File: src/rtl/irq_ctrl_pkg.sv
package irq_ctrl_pkg;

  typedef enum logic [2:0] {
    ADDR_ENABLE  = 3'd0,
    ADDR_MODE_HI = 3'd1,
    ADDR_MODE_LO = 3'd2,
    ADDR_DRIVE   = 3'd3,
    ADDR_STATUS  = 3'd4
  } regAddr_e;

  typedef enum logic [1:0] {
    TRIG_RISE  = 2'b00,
    TRIG_FALL  = 2'b01,
    TRIG_LEVEL = 2'b10,
    TRIG_RSVD  = 2'b11
  } trigMode_e;

  typedef enum logic [1:0] {
    DRV_HIGH  = 2'b00,
    DRV_LOW   = 2'b01,
    DRV_OPEN  = 2'b10,
    DRV_RSVD  = 2'b11
  } drvStyle_e;

  // strobes issued by the register control toward the datapath
  typedef struct packed {
    logic statusClr;
  } ctrlStrobe_t;

endpackage

File: src/rtl/irq_ctrl_regs.sv
module irq_ctrl_regs
  import irq_ctrl_pkg::*;
#(
  parameter int unsigned NUM_SRC = 8,
  parameter int unsigned DATA_W  = 8
) (
  input  logic               clk,
  input  logic               rstN,
  input  logic               regWrEn,
  input  logic               regRdEn,
  input  logic [2:0]         regAddr,
  input  logic [DATA_W-1:0]  regWrData,
  input  logic [NUM_SRC-1:0] statusIn,
  output logic [DATA_W-1:0]  regRdData,
  output logic [NUM_SRC-1:0] enableOut,
  output logic [NUM_SRC-1:0] modeHiOut,
  output logic [NUM_SRC-1:0] modeLoOut,
  output drvStyle_e          driveOut,
  output ctrlStrobe_t        strobe
);

  localparam int unsigned DRV_W = 2;

  logic [NUM_SRC-1:0] enableReg;
  logic [NUM_SRC-1:0] modeHiReg;
  logic [NUM_SRC-1:0] modeLoReg;
  drvStyle_e          driveReg;

  // configuration registers; writes to the status address fall through
  always_ff @(posedge clk or negedge rstN) begin
    if (!rstN) begin
      enableReg <= '0;
      modeHiReg <= '0;
      modeLoReg <= '0;
      driveReg  <= DRV_HIGH;
    end else if (regWrEn) begin
      case (regAddr)
        ADDR_ENABLE:  enableReg <= regWrData[NUM_SRC-1:0];
        ADDR_MODE_HI: modeHiReg <= regWrData[NUM_SRC-1:0];
        ADDR_MODE_LO: modeLoReg <= regWrData[NUM_SRC-1:0];
        ADDR_DRIVE:   driveReg  <= drvStyle_e'(regWrData[DRV_W-1:0]);
        default: ;
      endcase
    end
  end

  // read mux, zero-extended per register
  always_comb begin
    regRdData = '0;
    if (regRdEn) begin
      case (regAddr)
        ADDR_ENABLE:  regRdData = DATA_W'(enableReg);
        ADDR_MODE_HI: regRdData = DATA_W'(modeHiReg);
        ADDR_MODE_LO: regRdData = DATA_W'(modeLoReg);
        ADDR_DRIVE:   regRdData = DATA_W'(driveReg);
        ADDR_STATUS:  regRdData = DATA_W'(statusIn);
        default:      regRdData = '0;
      endcase
    end
  end

  always_comb begin
    strobe.statusClr = regRdEn && (regAddr == ADDR_STATUS);
  end

  assign enableOut = enableReg;
  assign modeHiOut = modeHiReg;
  assign modeLoOut = modeLoReg;
  assign driveOut  = driveReg;

endmodule

File: src/rtl/irq_ctrl_datapath.sv
module irq_ctrl_datapath
  import irq_ctrl_pkg::*;
#(
  parameter int unsigned NUM_SRC     = 8,
  parameter int unsigned SYNC_STAGES = 2
) (
  input  logic               clk,
  input  logic               rstN,
  input  logic [NUM_SRC-1:0] condIn,
  input  logic [NUM_SRC-1:0] enableIn,
  input  logic [NUM_SRC-1:0] modeHiIn,
  input  logic [NUM_SRC-1:0] modeLoIn,
  input  drvStyle_e          driveIn,
  input  ctrlStrobe_t        strobe,
  output logic [NUM_SRC-1:0] statusOut,
  output logic               irqOut,
  output logic               irqOe
);

  // edge detection is valid once the synchronizer and the previous-value
  // register both hold post-reset samples
  localparam int unsigned ARM_LIMIT = SYNC_STAGES + 1;
  localparam int unsigned ARM_W     = $clog2(ARM_LIMIT + 1);

  logic [ARM_W-1:0]   armCnt;
  logic               armed;
  logic [NUM_SRC-1:0] liveCond;
  logic [NUM_SRC-1:0] prevCond;
  logic [NUM_SRC-1:0] statusQ;
  logic [NUM_SRC-1:0] statusNext;
  logic               reqActive;

  always_ff @(posedge clk or negedge rstN) begin
    if (!rstN) begin
      armCnt <= '0;
    end else if (armCnt != ARM_W'(ARM_LIMIT)) begin
      armCnt <= armCnt + 1'b1;
    end
  end

  assign armed = (armCnt == ARM_W'(ARM_LIMIT));

  genvar gi;
  generate
    for (gi = 0; gi < NUM_SRC; gi++) begin : g_src
      logic [SYNC_STAGES-1:0] syncQ;
      trigMode_e              trig;
      logic                   riseEv;
      logic                   fallEv;

      always_ff @(posedge clk or negedge rstN) begin
        if (!rstN) begin
          syncQ <= '0;
        end else begin
          syncQ <= {syncQ[SYNC_STAGES-2:0], condIn[gi]};
        end
      end

      assign liveCond[gi] = syncQ[SYNC_STAGES-1];

      always_ff @(posedge clk or negedge rstN) begin
        if (!rstN) begin
          prevCond[gi] <= 1'b0;
        end else begin
          prevCond[gi] <= liveCond[gi];
        end
      end

      assign trig   = trigMode_e'({modeHiIn[gi], modeLoIn[gi]});
      assign riseEv = armed &  liveCond[gi] & ~prevCond[gi];
      assign fallEv = armed & ~liveCond[gi] &  prevCond[gi];

      // new events win over a clear on the same edge
      always_comb begin
        case (trig)
          TRIG_RISE:  statusNext[gi] = (statusQ[gi] & ~strobe.statusClr) | riseEv;
          TRIG_FALL:  statusNext[gi] = (statusQ[gi] & ~strobe.statusClr) | fallEv;
          TRIG_LEVEL: statusNext[gi] = liveCond[gi];
          default:    statusNext[gi] = 1'b0;
        endcase
      end

      always_ff @(posedge clk or negedge rstN) begin
        if (!rstN) begin
          statusQ[gi] <= 1'b0;
        end else begin
          statusQ[gi] <= statusNext[gi] & enableIn[gi];
        end
      end
    end
  endgenerate

  // registered request keeps the pin free of decode glitches
  always_ff @(posedge clk or negedge rstN) begin
    if (!rstN) begin
      reqActive <= 1'b0;
    end else begin
      reqActive <= |(statusQ & enableIn);
    end
  end

  always_comb begin
    case (driveIn)
      DRV_HIGH: begin irqOut = reqActive;  irqOe = 1'b1;      end
      DRV_LOW:  begin irqOut = ~reqActive; irqOe = 1'b1;      end
      DRV_OPEN: begin irqOut = 1'b0;       irqOe = reqActive; end
      default:  begin irqOut = 1'b0;       irqOe = 1'b0;      end
    endcase
  end

  assign statusOut = statusQ;

endmodule

File: src/rtl/irq_ctrl.sv
module irq_ctrl
  import irq_ctrl_pkg::*;
#(
  parameter int unsigned NUM_SRC     = 8,
  parameter int unsigned DATA_W      = 8,
  parameter int unsigned SYNC_STAGES = 2
) (
  input  logic               clk,
  input  logic               rstN,
  input  logic [NUM_SRC-1:0] condIn,
  input  logic               regWrEn,
  input  logic               regRdEn,
  input  logic [2:0]         regAddr,
  input  logic [DATA_W-1:0]  regWrData,
  output logic [DATA_W-1:0]  regRdData,
  output logic               irqOut,
  output logic               irqOe
);

  logic [NUM_SRC-1:0] enableW;
  logic [NUM_SRC-1:0] modeHiW;
  logic [NUM_SRC-1:0] modeLoW;
  logic [NUM_SRC-1:0] statusW;
  drvStyle_e          driveW;
  ctrlStrobe_t        strobeW;

  irq_ctrl_regs #(
    .NUM_SRC (NUM_SRC),
    .DATA_W  (DATA_W)
  ) u_regs (
    .clk       (clk),
    .rstN      (rstN),
    .regWrEn   (regWrEn),
    .regRdEn   (regRdEn),
    .regAddr   (regAddr),
    .regWrData (regWrData),
    .statusIn  (statusW),
    .regRdData (regRdData),
    .enableOut (enableW),
    .modeHiOut (modeHiW),
    .modeLoOut (modeLoW),
    .driveOut  (driveW),
    .strobe    (strobeW)
  );

  irq_ctrl_datapath #(
    .NUM_SRC     (NUM_SRC),
    .SYNC_STAGES (SYNC_STAGES)
  ) u_datapath (
    .clk       (clk),
    .rstN      (rstN),
    .condIn    (condIn),
    .enableIn  (enableW),
    .modeHiIn  (modeHiW),
    .modeLoIn  (modeLoW),
    .driveIn   (driveW),
    .strobe    (strobeW),
    .statusOut (statusW),
    .irqOut    (irqOut),
    .irqOe     (irqOe)
  );

endmodule

File: config.mk
export PLATFORM = sky130hd
export DESIGN_NAME = irq_ctrl
export DESIGN_NICKNAME = d
export VERILOG_FILES = /design/src/rtl/irq_ctrl_pkg.sv /design/src/rtl/irq_ctrl_regs.sv /design/src/rtl/irq_ctrl_datapath.sv /design/src/rtl/irq_ctrl.sv
export SDC_FILE = /design/constraint.sdc
export NUM_CORES = 1
export LEC_CHECK = 0
export BUFFER_PORTS_ARGS = -buffer_cell sky130_fd_sc_hd__buf_2
export CELL_PAD_IN_SITES_DETAIL_PLACEMENT = 0
export CELL_PAD_IN_SITES_GLOBAL_PLACEMENT = 2
export CORE_ASPECT_RATIO = 1.1
export CORE_MARGIN = 3
export CORE_UTILIZATION = 35
export CTS_CLUSTER_SIZE = 12
export DETAILED_ROUTE_END_ITERATION = 8
export GPL_TIMING_DRIVEN = 0
export PLACE_DENSITY_LB_ADDON = 0.1
export SYNTH_ARGS = -nofsm -noshare
export SYNTH_HDL_FRONTEND = slang
export SYNTH_SLANG_ARGS = --single-unit
File: constraint.sdc
create_clock -name clk -period 1.4 [get_ports clk]
set_input_delay 0.35 -clock clk [delete_from_list [all_inputs] [get_ports clk]]
set_output_delay 0.35 -clock clk [all_outputs]
set_load 0.005 [all_outputs]
==> PnR_summary.wiki <==
{| class="wikitable"
! Metric !! Value
|-
| Standard cell area after detailed placement || 3070 um2
|-
| Total of flip-flops plus latches after synthesis || between 60 and 70
|-
| Worst voltage drop across the vdd grid || just under 0.0007 V
|-
| Power after layout || about 0.0052 W
|-
| Ant. Diodes || 0
|-
| Number of H-tree levels || 3
|-
| Post-DR vias/cell || between 5 and 6
|-
| Via count of the routed design || just over 2000
|-
| Post-route cell area || between 3000 and 4000 um2
|-
| Horiz. Die Dim || between 90 and 100 um
|-
| Wire length of the first global-routing pass || between 10 and 15 mm
|-
| Core occupancy in the finished layout || 0.482
|-
| Combined global-route utilization of all metal layers || 0.162
|-
| Final-report max-slew violation count || 0
|-
| Run status || finished with violations
|-
| Final routed wirelength across all metal layers || just over 7 mm
|-
| Smallest setup slack after layout || -0.410 ns
|-
| Number of distinct library cell variants in the gate-level netlist after synthesis || 40
|-
| Clock Sink Count || 61
|-
| Height of the die || approximately 99 um
|-
| Upper clock frequency limit || ~550 MHz
|-
| Synthesis Warnings || 0
|-
| Average footprint of a synthesized cell || between 10 and 15 um2
|-
| Number of top-level pins || 33
|-
| Total power per unit cell area || ~1400 nW/um2
|-
| Post-DP HPWL || 4.31 mm
|-
| Count of endpoints failing hold in the final timing report || 0
|-
| Netlist area before placement || roughly 2800 um2
|-
| Length of the first detailed-routing pass in iterations || 4
|-
| Core Region || roughly 7600 um2
|-
| Total Nets Final || ~320
|-
| Crit path launch type || flop
|-
| Total CTS buffers || 9
|-
| Library cell used as clock root buffer || sky130_fd_sc_hd__clkbuf_8
|-
| Max clock buf depth || 2
|-
| Layout cell share with drive strength beyond 1 || 0.440
|-
| Seq/Total Area, Yosys || 0.553
|-
| Most frequent standard cell in the layout excluding fill and tap cells || sky130_fd_sc_hd__dfrtp_1
|-
| Final setup vio count || 10
|-
| Critical path class || flop to primary output
|-
| DRC || 0
|-
| Routed wirelength normalized by instance count || around 17 um
|-
| Fin crit share || 1.29
|-
| Synthesized Nets || 242
|-
| Main flop type after synthesis || sky130_fd_sc_hd__dfrtp_1
|-
| MaxCap Viol Count || 0
|-
| Starting density of the core || 0.366
|-
| Worst Hold Margin || about 0.083 ns
|-
| Largest net degree at the start of global routing || 62
|-
| Failing checks || negative setup slack
|-
| Signal arrival time at the worst endpoint || 1.46 ns
|-
| Skew-Pair Late Insertion Delay || 0.34 ns
|-
| Worst max-slew margin expressed relative to the limit || 0.463
|-
| Worst-path maximum fanout || 2
|-
| Leakage component of the power || ~1.7 nW
|-
| Number of global-route vias before repair || between 2000 and 2500
|-
| Residual antenna-violating net count after detailed routing || 0
|-
| Sum of buffers and inverters on the critical path || 1
|-
| Crit. End Element || primary output
|-
| Clock transition at the registers of the reported paths || 0.07 ns
|-
| Synthesized instance count || 218
|-
| Slowest cell delay on critical path || 0.39 ns
|-
| Area added between synthesis and finish || 31.9%
|-
| CTS Hold Bufs || 0
|-
| First DRT Iteration DRCs || 77
|-
| Global placer's final weighted congestion || 0.752
|-
| Unrepaired setup endpoints after global routing || yes
|-
| Row cnt || 33
|-
| Worst hold path type || input port to asynchronous set/reset pin
|-
| CP delay by family, top || compound AO/OA/AOI/OAI gates
|-
| Least-Margin Pin Slew || just over 0.8 ns
|-
| Minimum clock period after layout || 1.81 ns
|-
| Port buffer count || 32
|-
| Total overflow reported by the global router || 0
|-
| Fraction of registers with async set or reset after synthesis || 1.00
|-
| Required time worst endpoint || between 1 and 1.5 ns
|-
| Total die area || 9000 um2
|-
| Clock tree skew after final layout || around 0.008 ns
|-
| Count of flip-flops with a built-in enable after synthesis || 0
|-
| Leading cell types in the layout, fill and taps excluded || sky130_fd_sc_hd__dfrtp_1, sky130_fd_sc_hd__buf_2, sky130_fd_sc_hd__buf_4, sky130_fd_sc_hd__mux2_2
|-
| Cell with the largest stage delay on the worst path || sky130_fd_sc_hd__dfrtp_1
|-
| TritonCTS clock tree || done
|-
| CP Cell Sequence || nor2b_1 > a211o_1 > a32o_2 > buf_2
|-
| Initial antenna violation count || 0
|}
-- state kept, by name (all words and copies together) (netlist names) --
| name | count |
|---|---|
| u_datapath.statusOut | 8 |
| u_regs.enableOut | 8 |
| u_datapath.g_src.syncQ | 16 |
| u_regs.modeHiOut | 8 |
| u_regs.modeLoOut | 8 |
| u_datapath.reqActive | 1 |
| u_datapath.armCnt | 2 |
| u_datapath.prevCond | 8 |
| u_regs.driveOut | 2 |
-- cell families (layout without fill, tap and decap cells) --
group,count (synthesis),count (layout),synth area share
DFF,61,61,0.553
muxes,30,30,0.120
AOI/OAI and AO/OA,38,38,0.104
buffers and inverters,21,101,0.0403
and+or+nand+nor,65,65,0.172
adders and majority gates,1,1,0.00453
xor gates and xnor gates,2,2,0.00634
-- synth_stat cells (all sizes together) (2+ instances only) --
master / n / area [um2]
mux2i: 4 / 40.0
o21ai: 11 / 55.1
xnor2: 2 / 17.5
nor3: 4 / 36.3
buf: 9 / 66.3
nand2: 2 / 7.51
nor3b: 3 / 22.5
dfrtp: 61 / 1530
a22oi: 4 / 30.0
inv: 12 / 45.0
nand2b: 4 / 32.5
nand4b: 13 / 114
mux2: 26 / 293
nor2: 6 / 30.0
a211o: 4 / 35.0
o2111ai: 6 / 52.6
nand3: 6 / 30.0
o311a: 2 / 20.0
and3b: 7 / 61.3
a32o: 4 / 40.0
nor2b: 12 / 75.1
nand3b: 4 / 30.0
-- area by class of cell --
cell class | instances | area [um2]
Fill cell | 719 | 3910
Sequential cell | 61 | 1530
Multi-Input combinational cell | 136 | 1170
Timing Repair Buffer | 64 | 418
Clock buffer | 13 | 179
Tap cell | 105 | 131
Buffer | 9 | 109
Clock inverter | 3 | 65.1
Inverter | 12 | 45.0
-- worst paths after layout --
path	start	slack, ns	endpoint	cells past startpoint
setup / recovery	u_regs.enableOut[2]$_DFFE_PN0P_	-0.41	regRdData[2]	4
setup reg to reg	u_datapath.armCnt[0]$_DFFE_PN0P_	0.08	u_datapath.statusOut[3]$_DFF_PN0_	5
min in group clk	condIn[7]	0.11	u_datapath.g_src[7].syncQ[0]$_DFF_PN0_	1
hold reg to reg	u_datapath.g_src[6].syncQ[0]$_DFF_PN0_	0.35	u_datapath.g_src[6].syncQ[1]$_DFF_PN0_	0
max in group asynchronous	rstN	0.76	u_regs.enableOut[5]$_DFFE_PN0P_	1
hold / removal	rstN	0.08	u_datapath.prevCond[1]$_DFF_PN0_	1
-- worst register-to-register path: stages, from the launching register on --
cell and delay, ns:
sky130_fd_sc_hd__dfrtp_1 0.41, sky130_fd_sc_hd__ha_4 0.22, sky130_fd_sc_hd__buf_6 0.17, sky130_fd_sc_hd__nor2b_1 0.13
sky130_fd_sc_hd__o2111ai_1 0.17, sky130_fd_sc_hd__nand3_1 0.10
-- per-stage QoR --
stage,setup TNS [ns],cells,setup WS [ns]
3_3_place_gp,-25.32,355,-0.440
5_1_grt,-3.65,403,-0.475
3_5_place_dp,-9.84,355,-0.434
6_report,-2.92,403,-0.410
2_1_floorplan,-0.148,218,-0.0317
4_1_cts,-2.90,387,-0.430
-- metal layers --
layer  global-route usage  vias to the layer above  share of wire
li1                     -                      966              -
met1                0.226                     1037           0.49
met2                0.247                       35           0.46
met3               0.0454                        6          0.033
met4               0.0495                        0          0.011
met5                    0                        -              0
-- where the power goes --
part	total (W)	switching (W)	internal [W]	leakage, nW
logic	0.00109	0.000449	0.000638	0.832
registers	0.00224	0.000208	0.00203	0.725
clock network	0.00189	0.000699	0.00120	0.126
-- what timing repair did --
action,4_1_cts,5_1_grt
endpoints found under the setup margin,20,14
pin swaps,15,6
resized for setup,22,8
gates cloned,0,1
setup buffers,16,16
Note: power is estimated with default switching activity, not from simulation.
